===== src/rtl/wbc_pkg.sv =====
// Package: shared types for the direct-mapped cache controller.
// Assumes: nothing beyond IEEE 1800-2017.
package wbc_pkg;

    // Controller sequencing states
    typedef enum logic [2:0] {
        ST_IDLE,    // waiting for a processor request
        ST_LOOKUP,  // tag compare on the captured request
        ST_EVICT,   // copying a dirty victim line out to memory
        ST_FILL,    // reading the requested line from memory
        ST_WTHRU    // single write-through memory write
    } wbc_state_e;

endpackage


===== src/rtl/wbc_tag_store.sv =====
// Module: per-line valid, dirty and tag state for a direct-mapped cache.
// Assumes: a single line index is in use at a time. A fill makes the line
// valid and clean. Reset clears valid and dirty but leaves the tags alone.
module wbc_tag_store #(
    parameter int IDX_W = 3,
    parameter int TAG_W = 6
) (
    input  logic             clk,
    input  logic             rst_n,
    input  logic [IDX_W-1:0] idx,
    output logic             line_valid,
    output logic             line_dirty,
    output logic [TAG_W-1:0] line_tag,
    input  logic             fill_en,
    input  logic [TAG_W-1:0] fill_tag,
    input  logic             dirty_en
);
    localparam int LINES = 1 << IDX_W;

    logic [LINES-1:0] valid_q;
    logic [LINES-1:0] dirty_q;
    logic [TAG_W-1:0] tag_q [LINES];

    // Purpose: valid and dirty flags, cleared on reset
    always_ff @(posedge clk) begin
        if (!rst_n) begin
            valid_q <= '0;
            dirty_q <= '0;
        end else begin
            if (fill_en) begin
                valid_q[idx] <= 1'b1;
                dirty_q[idx] <= 1'b0;
            end
            if (dirty_en) begin
                dirty_q[idx] <= 1'b1;
            end
        end
    end

    // Purpose: tag storage, written when a fill completes
    always_ff @(posedge clk) begin
        if (fill_en) begin
            tag_q[idx] <= fill_tag;
        end
    end

    // Purpose: present the indexed line's state
    always_comb begin
        line_valid = valid_q[idx];
        line_dirty = dirty_q[idx];
        line_tag   = tag_q[idx];
    end

endmodule


===== src/rtl/wbc_data_store.sv =====
// Module: word storage for all cache lines, addressed by {index, offset}.
// Assumes: combinational read, one synchronous write port, no reset.
module wbc_data_store #(
    parameter int DATA_W = 16,
    parameter int AW     = 6
) (
    input  logic              clk,
    input  logic [AW-1:0]     rd_addr,
    output logic [DATA_W-1:0] rd_data,
    input  logic              wr_en,
    input  logic [AW-1:0]     wr_addr,
    input  logic [DATA_W-1:0] wr_data
);
    localparam int DEPTH = 1 << AW;

    logic [DATA_W-1:0] mem_q [DEPTH];

    // Purpose: single-port word write
    always_ff @(posedge clk) begin
        if (wr_en) begin
            mem_q[wr_addr] <= wr_data;
        end
    end

    // Purpose: asynchronous word read
    always_comb begin
        rd_data = mem_q[rd_addr];
    end

endmodule


===== src/rtl/wbc_stats.sv =====
// Module: reference and hit counters for hit-ratio measurement.
// Assumes: hit_inc only rises together with ref_inc. The counters wrap.
module wbc_stats #(
    parameter int CNT_W = 32
) (
    input  logic             clk,
    input  logic             rst_n,
    input  logic             ref_inc,
    input  logic             hit_inc,
    output logic [CNT_W-1:0] ref_count,
    output logic [CNT_W-1:0] hit_count
);
    // Purpose: count references and hits
    always_ff @(posedge clk) begin
        if (!rst_n) begin
            ref_count <= '0;
            hit_count <= '0;
        end else begin
            if (ref_inc) ref_count <= ref_count + CNT_W'(1);
            if (hit_inc) hit_count <= hit_count + CNT_W'(1);
        end
    end

endmodule


===== src/rtl/wbc_cache.sv =====
// Module: direct-mapped cache controller with selectable write policy.
// Assumes: the requester holds cpu_req and its command steady until
// cpu_ready. The memory completes one word per cycle with mem_ready.
// wt_mode is sampled when a request is taken.
module wbc_cache
    import wbc_pkg::*;
#(
    parameter int ADDR_W = 12,
    parameter int DATA_W = 16,
    parameter int IDX_W  = 3,
    parameter int OFF_W  = 3,
    parameter int CNT_W  = 32
) (
    input  logic              clk,
    input  logic              rst_n,
    input  logic              wt_mode,
    input  logic              cpu_req,
    input  logic              cpu_we,
    input  logic [ADDR_W-1:0] cpu_addr,
    input  logic [DATA_W-1:0] cpu_wdata,
    output logic              cpu_ready,
    output logic [DATA_W-1:0] cpu_rdata,
    output logic              mem_req,
    output logic              mem_we,
    output logic [ADDR_W-1:0] mem_addr,
    output logic [DATA_W-1:0] mem_wdata,
    input  logic              mem_ready,
    input  logic [DATA_W-1:0] mem_rdata,
    output logic [CNT_W-1:0]  hit_count,
    output logic [CNT_W-1:0]  ref_count
);
    localparam int TAG_W = ADDR_W - IDX_W - OFF_W;
    localparam int DAW   = IDX_W + OFF_W;

    wbc_state_e        state_q;
    logic [ADDR_W-1:0] req_addr_q;
    logic [DATA_W-1:0] req_wdata_q;
    logic              req_we_q;
    logic              req_wt_q;
    logic              retry_q;
    logic [OFF_W-1:0]  beat_q;

    logic [TAG_W-1:0]  req_tag;
    logic [IDX_W-1:0]  req_idx;
    logic [OFF_W-1:0]  req_off;
    logic              line_valid, line_dirty;
    logic [TAG_W-1:0]  line_tag;
    logic              hit, last_beat, xfer;
    logic              fill_done, wr_cache, dirty_set;
    logic              dwr_en;
    logic [DAW-1:0]    drd_addr, dwr_addr;
    logic [DATA_W-1:0] drd_data, dwr_data;

    // Purpose: split the captured address and form hit and beat flags
    always_comb begin
        req_tag   = req_addr_q[ADDR_W-1 -: TAG_W];
        req_idx   = req_addr_q[OFF_W +: IDX_W];
        req_off   = req_addr_q[OFF_W-1:0];
        hit       = line_valid && (line_tag == req_tag);
        last_beat = &beat_q;
        xfer      = mem_req && mem_ready;
    end

    // Purpose: request capture, sequencing and beat counting
    always_ff @(posedge clk) begin
        if (!rst_n) begin
            state_q     <= ST_IDLE;
            req_addr_q  <= '0;
            req_wdata_q <= '0;
            req_we_q    <= 1'b0;
            req_wt_q    <= 1'b0;
            retry_q     <= 1'b0;
            beat_q      <= '0;
        end else begin
            case (state_q)
                ST_IDLE: begin
                    if (cpu_req) begin
                        req_addr_q  <= cpu_addr;
                        req_wdata_q <= cpu_wdata;
                        req_we_q    <= cpu_we;
                        req_wt_q    <= wt_mode;
                        retry_q     <= 1'b0;
                        state_q     <= ST_LOOKUP;
                    end
                end
                ST_LOOKUP: begin
                    beat_q <= '0;
                    if (req_we_q && req_wt_q) begin
                        state_q <= ST_WTHRU;
                    end else if (hit) begin
                        state_q <= ST_IDLE;
                    end else if (line_valid && line_dirty) begin
                        state_q <= ST_EVICT;
                    end else begin
                        state_q <= ST_FILL;
                    end
                end
                ST_EVICT: begin
                    if (mem_ready) begin
                        beat_q <= beat_q + OFF_W'(1);
                        if (last_beat) state_q <= ST_FILL;
                    end
                end
                ST_FILL: begin
                    if (mem_ready) begin
                        beat_q <= beat_q + OFF_W'(1);
                        if (last_beat) begin
                            retry_q <= 1'b1;
                            state_q <= ST_LOOKUP;
                        end
                    end
                end
                ST_WTHRU: begin
                    if (mem_ready) state_q <= ST_IDLE;
                end
                default: state_q <= ST_IDLE;
            endcase
        end
    end

    // Purpose: cache update controls for fills and processor writes
    always_comb begin
        fill_done = (state_q == ST_FILL) && mem_ready && last_beat;
        wr_cache  = (state_q == ST_LOOKUP) && hit && req_we_q;
        dirty_set = wr_cache && !req_wt_q;
        dwr_en    = wr_cache || ((state_q == ST_FILL) && mem_ready);
        dwr_addr  = wr_cache ? {req_idx, req_off} : {req_idx, beat_q};
        dwr_data  = wr_cache ? req_wdata_q : mem_rdata;
        drd_addr  = (state_q == ST_EVICT) ? {req_idx, beat_q} : {req_idx, req_off};
    end

    // Purpose: drive both ports from the current state
    always_comb begin
        cpu_ready = ((state_q == ST_LOOKUP) && hit && !(req_we_q && req_wt_q))
                 || ((state_q == ST_WTHRU) && mem_ready);
        cpu_rdata = drd_data;
        mem_req   = (state_q == ST_EVICT) || (state_q == ST_FILL) || (state_q == ST_WTHRU);
        mem_we    = (state_q == ST_EVICT) || (state_q == ST_WTHRU);
        mem_wdata = (state_q == ST_EVICT) ? drd_data : req_wdata_q;
        case (state_q)
            ST_EVICT: mem_addr = {line_tag, req_idx, beat_q};
            ST_FILL:  mem_addr = {req_tag, req_idx, beat_q};
            default:  mem_addr = req_addr_q;
        endcase
    end

    wbc_tag_store #(.IDX_W(IDX_W), .TAG_W(TAG_W)) u_tags (
        .clk        (clk),
        .rst_n      (rst_n),
        .idx        (req_idx),
        .line_valid (line_valid),
        .line_dirty (line_dirty),
        .line_tag   (line_tag),
        .fill_en    (fill_done),
        .fill_tag   (req_tag),
        .dirty_en   (dirty_set)
    );

    wbc_data_store #(.DATA_W(DATA_W), .AW(DAW)) u_data (
        .clk     (clk),
        .rd_addr (drd_addr),
        .rd_data (drd_data),
        .wr_en   (dwr_en),
        .wr_addr (dwr_addr),
        .wr_data (dwr_data)
    );

    wbc_stats #(.CNT_W(CNT_W)) u_stats (
        .clk       (clk),
        .rst_n     (rst_n),
        .ref_inc   ((state_q == ST_LOOKUP) && !retry_q),
        .hit_inc   ((state_q == ST_LOOKUP) && !retry_q && hit),
        .ref_count (ref_count),
        .hit_count (hit_count)
    );

    // xfer kept for checker visibility of completed memory beats
    logic unused_ok;
    assign unused_ok = xfer;

endmodule


===== config.mk =====
export PLATFORM = sky130hd
export DESIGN_NAME = wbc_cache
export DESIGN_NICKNAME = d
export VERILOG_FILES = /design/src/rtl/wbc_pkg.sv /design/src/rtl/wbc_tag_store.sv /design/src/rtl/wbc_data_store.sv /design/src/rtl/wbc_stats.sv /design/src/rtl/wbc_cache.sv
export SDC_FILE = /design/constraint.sdc
export NUM_CORES = 2
export LEC_CHECK = 0
export CELL_PAD_IN_SITES_DETAIL_PLACEMENT = 1
export CELL_PAD_IN_SITES_GLOBAL_PLACEMENT = 2
export CORE_MARGIN = 2
export CORE_UTILIZATION = 50
export CTS_CLUSTER_SIZE = 24
export DETAILED_ROUTE_END_ITERATION = 8
export DONT_BUFFER_PORTS = 1
export PLACE_DENSITY_LB_ADDON = 0.1
export SYNTH_ARGS = -nofsm -noshare
export SYNTH_HDL_FRONTEND = slang
export SYNTH_SLANG_ARGS = --single-unit

===== constraint.sdc =====
create_clock -name clk -period 9.1 [get_ports clk]
set_input_delay 0.455 -clock clk [delete_from_list [all_inputs] [get_ports clk]]
set_output_delay 0.455 -clock clk [all_outputs]
set_load 0.02 [all_outputs]

# Word-level counts from Yosys, hierarchy flattened
# Memory sizes are Yosys's and may differ from the RTL's. A register that Yosys moved wholly into a read port is not among the register bits.
# Index checks and enable logic that the tools add are counted.
# word_totals
out_inout_bits	111
ramBits	1072
mem_count	2
regBits	117
elab_cells	100
inputBits	50
# mem_list
name	words	width	read_ports	rd_clocked_by_memory_dff	write_ports	line_no	rtl
u_data.mem_q	64	16	1	0	1	wbc_data_store.sv:16	logic [DATA_W-1:0] mem_q [DEPTH];
u_tags.tag_q	8	6	1	1	1	wbc_tag_store.sv:22	logic [TAG_W-1:0] tag_q [LINES];
# classes
muxes	36
n_reduce_logical	30
order_cmp	2
eq_ne	12
n_addsub	3
bitwise_logic	4
# op_table
op	count
32-bit by 1-bit adder with 32-bit output (second input constant)	2
3-bit 2-to-1 mux	12
16-bit 2-to-1 mux	2
8-bit 2-to-1 mux	3
12-bit one-hot mux with 2 select lines	1
8-bit bitwise OR	2
3-bit one-hot mux with 5 select lines	1
1-bit logical AND	13
2-bit != test (second input constant)	6
1-bit 2-to-1 mux	11
8-bit bitwise AND	1
8-bit NOT	1
1-bit binary-select mux with 3-bit select	2
3-bit by 2-bit equality test with 1-bit output (second input constant)	2
6-bit equality test	1
3-bit one-hot mux with 2 select lines	1
6-bit AND reduction	1
1-bit logical OR	5
3-bit by 4-bit less-than comparator with 1-bit output (second input constant)	1
2-bit AND reduction	2
4-bit AND reduction	1
2-bit nonzero test	2
3-bit by 1-bit adder with 3-bit output (second input constant)	1
1-bit demux with 3-bit select	1
10 further kinds	12

# Depth between registers and ports, before layout
# depth
depth_word	10
mapped_depth	15
ltp_nobuf	8

# Hierarchy
# From an unflattened synthesis, not the netlist that was laid out.
# hier_totals
hier_cells	2580
area_unflattened_um2	47672.0
# modules_own_cells
module	cells_per_inst	seq_area_each_um2	n_inst	area_per_inst_um2
wbc_data_store	1813	30749.5	1	39721.8
wbc_stats	351	1281.2	1	3061.7
wbc_tag_store	163	1761.7	1	2612.5
wbc_cache	253	740.7	1	2275.9

# Least setup slack after synthesis
# Ideal clock, no wire load.
# synth_path
path_type	flip-flop to flip-flop
from	register (tool-made name)
to	memory u_data.mem_q[0][10] (data pin)
setup_slack_ns	5.372
arrival_ns	3.373
t_required_ns	8.744
stages_incl_launch_ff	11
n_path_buf	3
setup_ns	0.356
period_less_slack_ns	3.728
path_cell_list	dfxtp_1 -> buf_2 -> mux4_2 -> mux2i_1 -> xor2_1 -> and4_1 -> and3_1 -> clkbuf_1 -> buf_1 -> nand2_1 -> nand2_1
# synth_rtl
item	line_no
end: declaration	wbc_data_store.sv:16

# Worst setup path in the final report
# layout_path
from	register state_q[0]
to	output mem_wdata[5]
# layout_between
elab_chain_cells	4
# layout_lines
item	line_no	rtl
start: declaration	wbc_cache.sv:35	wbc_state_e state_q;
start signal: assignment	wbc_cache.sv:67	state_q <= ST_IDLE;
start signal: assignment	wbc_cache.sv:83	state_q <= ST_LOOKUP;
start signal: assignment	wbc_cache.sv:89	state_q <= ST_WTHRU;
3-bit by 2-bit equality test with 1-bit output	wbc_cache.sv:129	drd_addr = (state_q == ST_EVICT) ? {req_idx, beat_q} : {req_idx, req_off};
3-bit 2-to-1 mux	wbc_cache.sv:129	
memory 64 x 16 bit	--	
net cpu_rdata[5]	wbc_cache.sv:22	output logic [DATA_W-1:0] cpu_rdata,
16-bit 2-to-1 mux	wbc_cache.sv:139	mem_wdata = (state_q == ST_EVICT) ? drd_data : req_wdata_q;
end: declaration	wbc_cache.sv:26	output logic [DATA_W-1:0] mem_wdata,
# The timed path passes the listed nets, and every way through them passes these cells.

==> results.yml <==
logic_synthesis:
  ys_seq_area_share_pct: 68.7
  syn-cell-area_um2: 50400
  yosys_warnings: 0
  synth_edf_count: 1072
  synth-seq-cells: 1192
  synth.top_cells.by_area: "edfxtp_1 (64%), mux2i_1 (7.0%), dfxtp_1 (4.8%), nand2_1 (3.5%), mux4_2 (3.0%)"
  yosysTopAreaCellShare_pct: 63.9
  syn_nets: 3595
  yosys.area.top_type: "edfxtp_1"
  synthArstFlopShare_pct: 0
  ys_top_cells_by_count: "edfxtp_1 (1072), nand2_1 (467), mux2i_1 (354)"
  synth_area_per_cell_um2: 14.2
  synth.distinct_cells: 76
  synth_most_common_cell: "edfxtp_1"
  synth_cells: 3541
  synth_ff_type: "edfxtp_1"
global_routing:
  grtUsageMet3_pct: 8.13
  busiest_layer: "met2"
  grt_overflow: 0
  grt_max_degree: 136
  grt_pass1_wl_um: 250000
  grt_pass1_vias: 33033
  track_usage_pct: 34.4
  use_met2_pct: 51.8
  grtUsageMet1_pct: 48.2
  antenna_found_initial: 16
setup_path:
  worstSetupPathType: "reg2out"
  crit_family: "simple AND/OR/NAND/NOR gates"
  path_common_cell: "buf_4"
  startpoint_type: "register"
  crit_path_cell_trace: "or3b_4, buf_4, mux2i_4, buf_4, buf_4, o21ai_0, nor2_1, or4_1, o41ai_1, nand4_1, mux2_2"
  slowest_delay_ns: 0.77
  cp.required_ns: 8.65
  crit_path_end_kind: "primary output"
  critPathSlowestCell: "dfxtp_1"
  critPathMaxFanout: 56
  critical_path_buf_inv_count: 3
  worstPathArrival_ns: 6.15
clock_network:
  cts_max_path_buffers: 3
  postCtsHoldBufs: 32
  cts_sinks: 1192
  clkLatencyLatePin_ns: 0.76
  clk_pin_slew_ns: 0.06
  cts_resized: 0
  numCtsBuffers: 130
  htree_num_levels: 4
  cts.root.buffer_cell: "clkbuf_16"
  cts_setup_buffers: 0
  tritoncts: "built"
timing:
  finalCriticalPeriod_ns: 6.60
  max_slew_margin_pct: 6.23
  worst_pin_slew_ns: 1.40
  setup_violations: 0
  max_freq_ghz: 0.151
  skew_ns: 0.0287
  hold_viol: 0
  tns_ns: 0
  slew_violations: 0
  rsz0062_at_grt: "no"
  period_share_pct: 72.6
detailed_routing:
  wire_per_inst_um: 36.1
  initialDrtViolationCount: 4780
  drc: 0
  viasPerCell: 6.75
  drtAntennaViolNets: 0
  first_pass_iters: 5
  vias: 33413
  totalWireLength_um: 179000
finish:
  drive_above_1_share_pct: 12.5
  nets: 3599
  final_cell_area_um2: 56700
  fin_util_pct: 56.7
  area_delta_synth_final_pct: 12.6
power_and_ir_drop:
  powerDensity_nw_per_um2: 221
  p_leak_nw: 18.6
  p_seq_share_pct: 48.1
  swShare_pct: 24.5
  p_clk_share_pct: 43.0
  cellInternalPower_w: 0.00945
  ir_worst_vdd_mv: 0.167
  p_switching_w: 0.00306
  power_frac_comb_pct: 8.8
place:
  place_congestion: 0.914
  io_buffer_count: 0
  place_area_um2: 52000
  dp_hpwl_um: 106000
floorplan:
  die_w_um: 321
  die_h_um: 321
  die_area_um2: 103000
  io_pins: 161
  initial_core_util_pct: 50.4
  core_area_um2: 100000
  std_cell_rows: 116
min_path:
  hold_path.class: "in2reg"
run_status:
  status: "finished, final reports clean"
job:
  maxCapViolCount: 0
==> state kept, by name (all words and copies together), names as in the netlist, 3 cells and up, named ones only <==
| register | cells |
|---|---|
| u_stats.hit_count | 32 |
| req_addr_q | 12 |
| state_q | 3 |
| beat_q | 3 |
| req_wdata_q | 16 |
| u_data.mem_q | 1024 |
| u_tags.tag_q | 48 |
| u_tags.valid_q | 8 |
| u_stats.ref_count | 32 |
==> metrics by stage <==
stage	instances	setup WS, ns	power [W]	hold slack, ns
floorplan	3541	5.37	0.00680	0.433
global placement	4679	3.67	0.00718	0.448
detailed placement	4679	3.46	0.00720	0.453
CTS	4948	2.67	0.0125	0.112
global route	4949	2.34	0.0128	0.152
finish	4949	2.50	0.0125	0.137
==> per-layer routing <==
layer / vias to the layer above / part of all wire, %
met3: 395 / 11
li1: 13598 / -
met5: - / 0.022
met1: 17441 / 40
met4: 6 / 4.4
met2: 1973 / 45
==> worst paths after layout <==
kind / depth (start not counted) / endpoint / slack, ns / startpoint
max: 11 / mem_wdata[5] / 2.50 / state_q[0]$_SDFFE_PN0P_
min reg2reg: 1 / u_tags.valid_q[1]$_SDFFE_PN0P_ / 0.47 / u_tags.valid_q[1]$_SDFFE_PN0P_
min: 2 / u_stats.ref_count[4]$_SDFFE_PN0P_ / 0.14 / rst_n
max reg2reg: 9 / u_data.mem_q[45][1]$_DFFE_PP_ / 3.95 / register
==> layout make-up <==
class,instances,area [µm²]
inverters,31,116
diodes,1,2.50
fillers,9374,43300
clock inverters,65,693
multi-input cells,2092,15100
well taps,1298,1620
flip-flops and latches,1192,34600
clock buffers,172,3630
repair buffers,98,871
==> power groups by stage <==
stage | clock network [W] | logic, W | registers, W
after detailed placement | 0 | 0.00106 | 0.00614
after global placement | 0 | 0.00104 | 0.00614
after floorplan | 0 | 0.000697 | 0.00611
final | 0.00538 | 0.00111 | 0.00603
after global routing | 0.00563 | 0.00115 | 0.00603
after CTS | 0.00542 | 0.00108 | 0.00602
==> cells in the final DEF (no fill, tap or decap), drive strengths merged, types with 31 or more instances in the layout <==
cell,Yosys,routed
dlygate4sd3,0,31
a22oi,38,38
edfxtp,1072,1072
inv,31,33
nor3,37,37
buf,126,67
a21boi,42,42
mux4,70,70
clkinv,0,48
mux2i,354,354
nor2b,48,48
o21ai,111,111
a21oi,129,129
a221oi,32,32
nand3,117,117
clkbuf,99,172
nand2,467,467
a211oi,56,56
dfxtp,120,120
and2,69,69
nor2,133,133
==> cells by family after synthesis <==
family	share of synthesized area, %
muxes	10.6
and+or+nand+nor	9.48
xor gates and xnor gates	0.991
DFF	68.7
buffers and inverters	2.52
adders and majority gates	0.0994
AOI/OAI and AO/OA	7.57
Power figures use the tool's default switching activity.
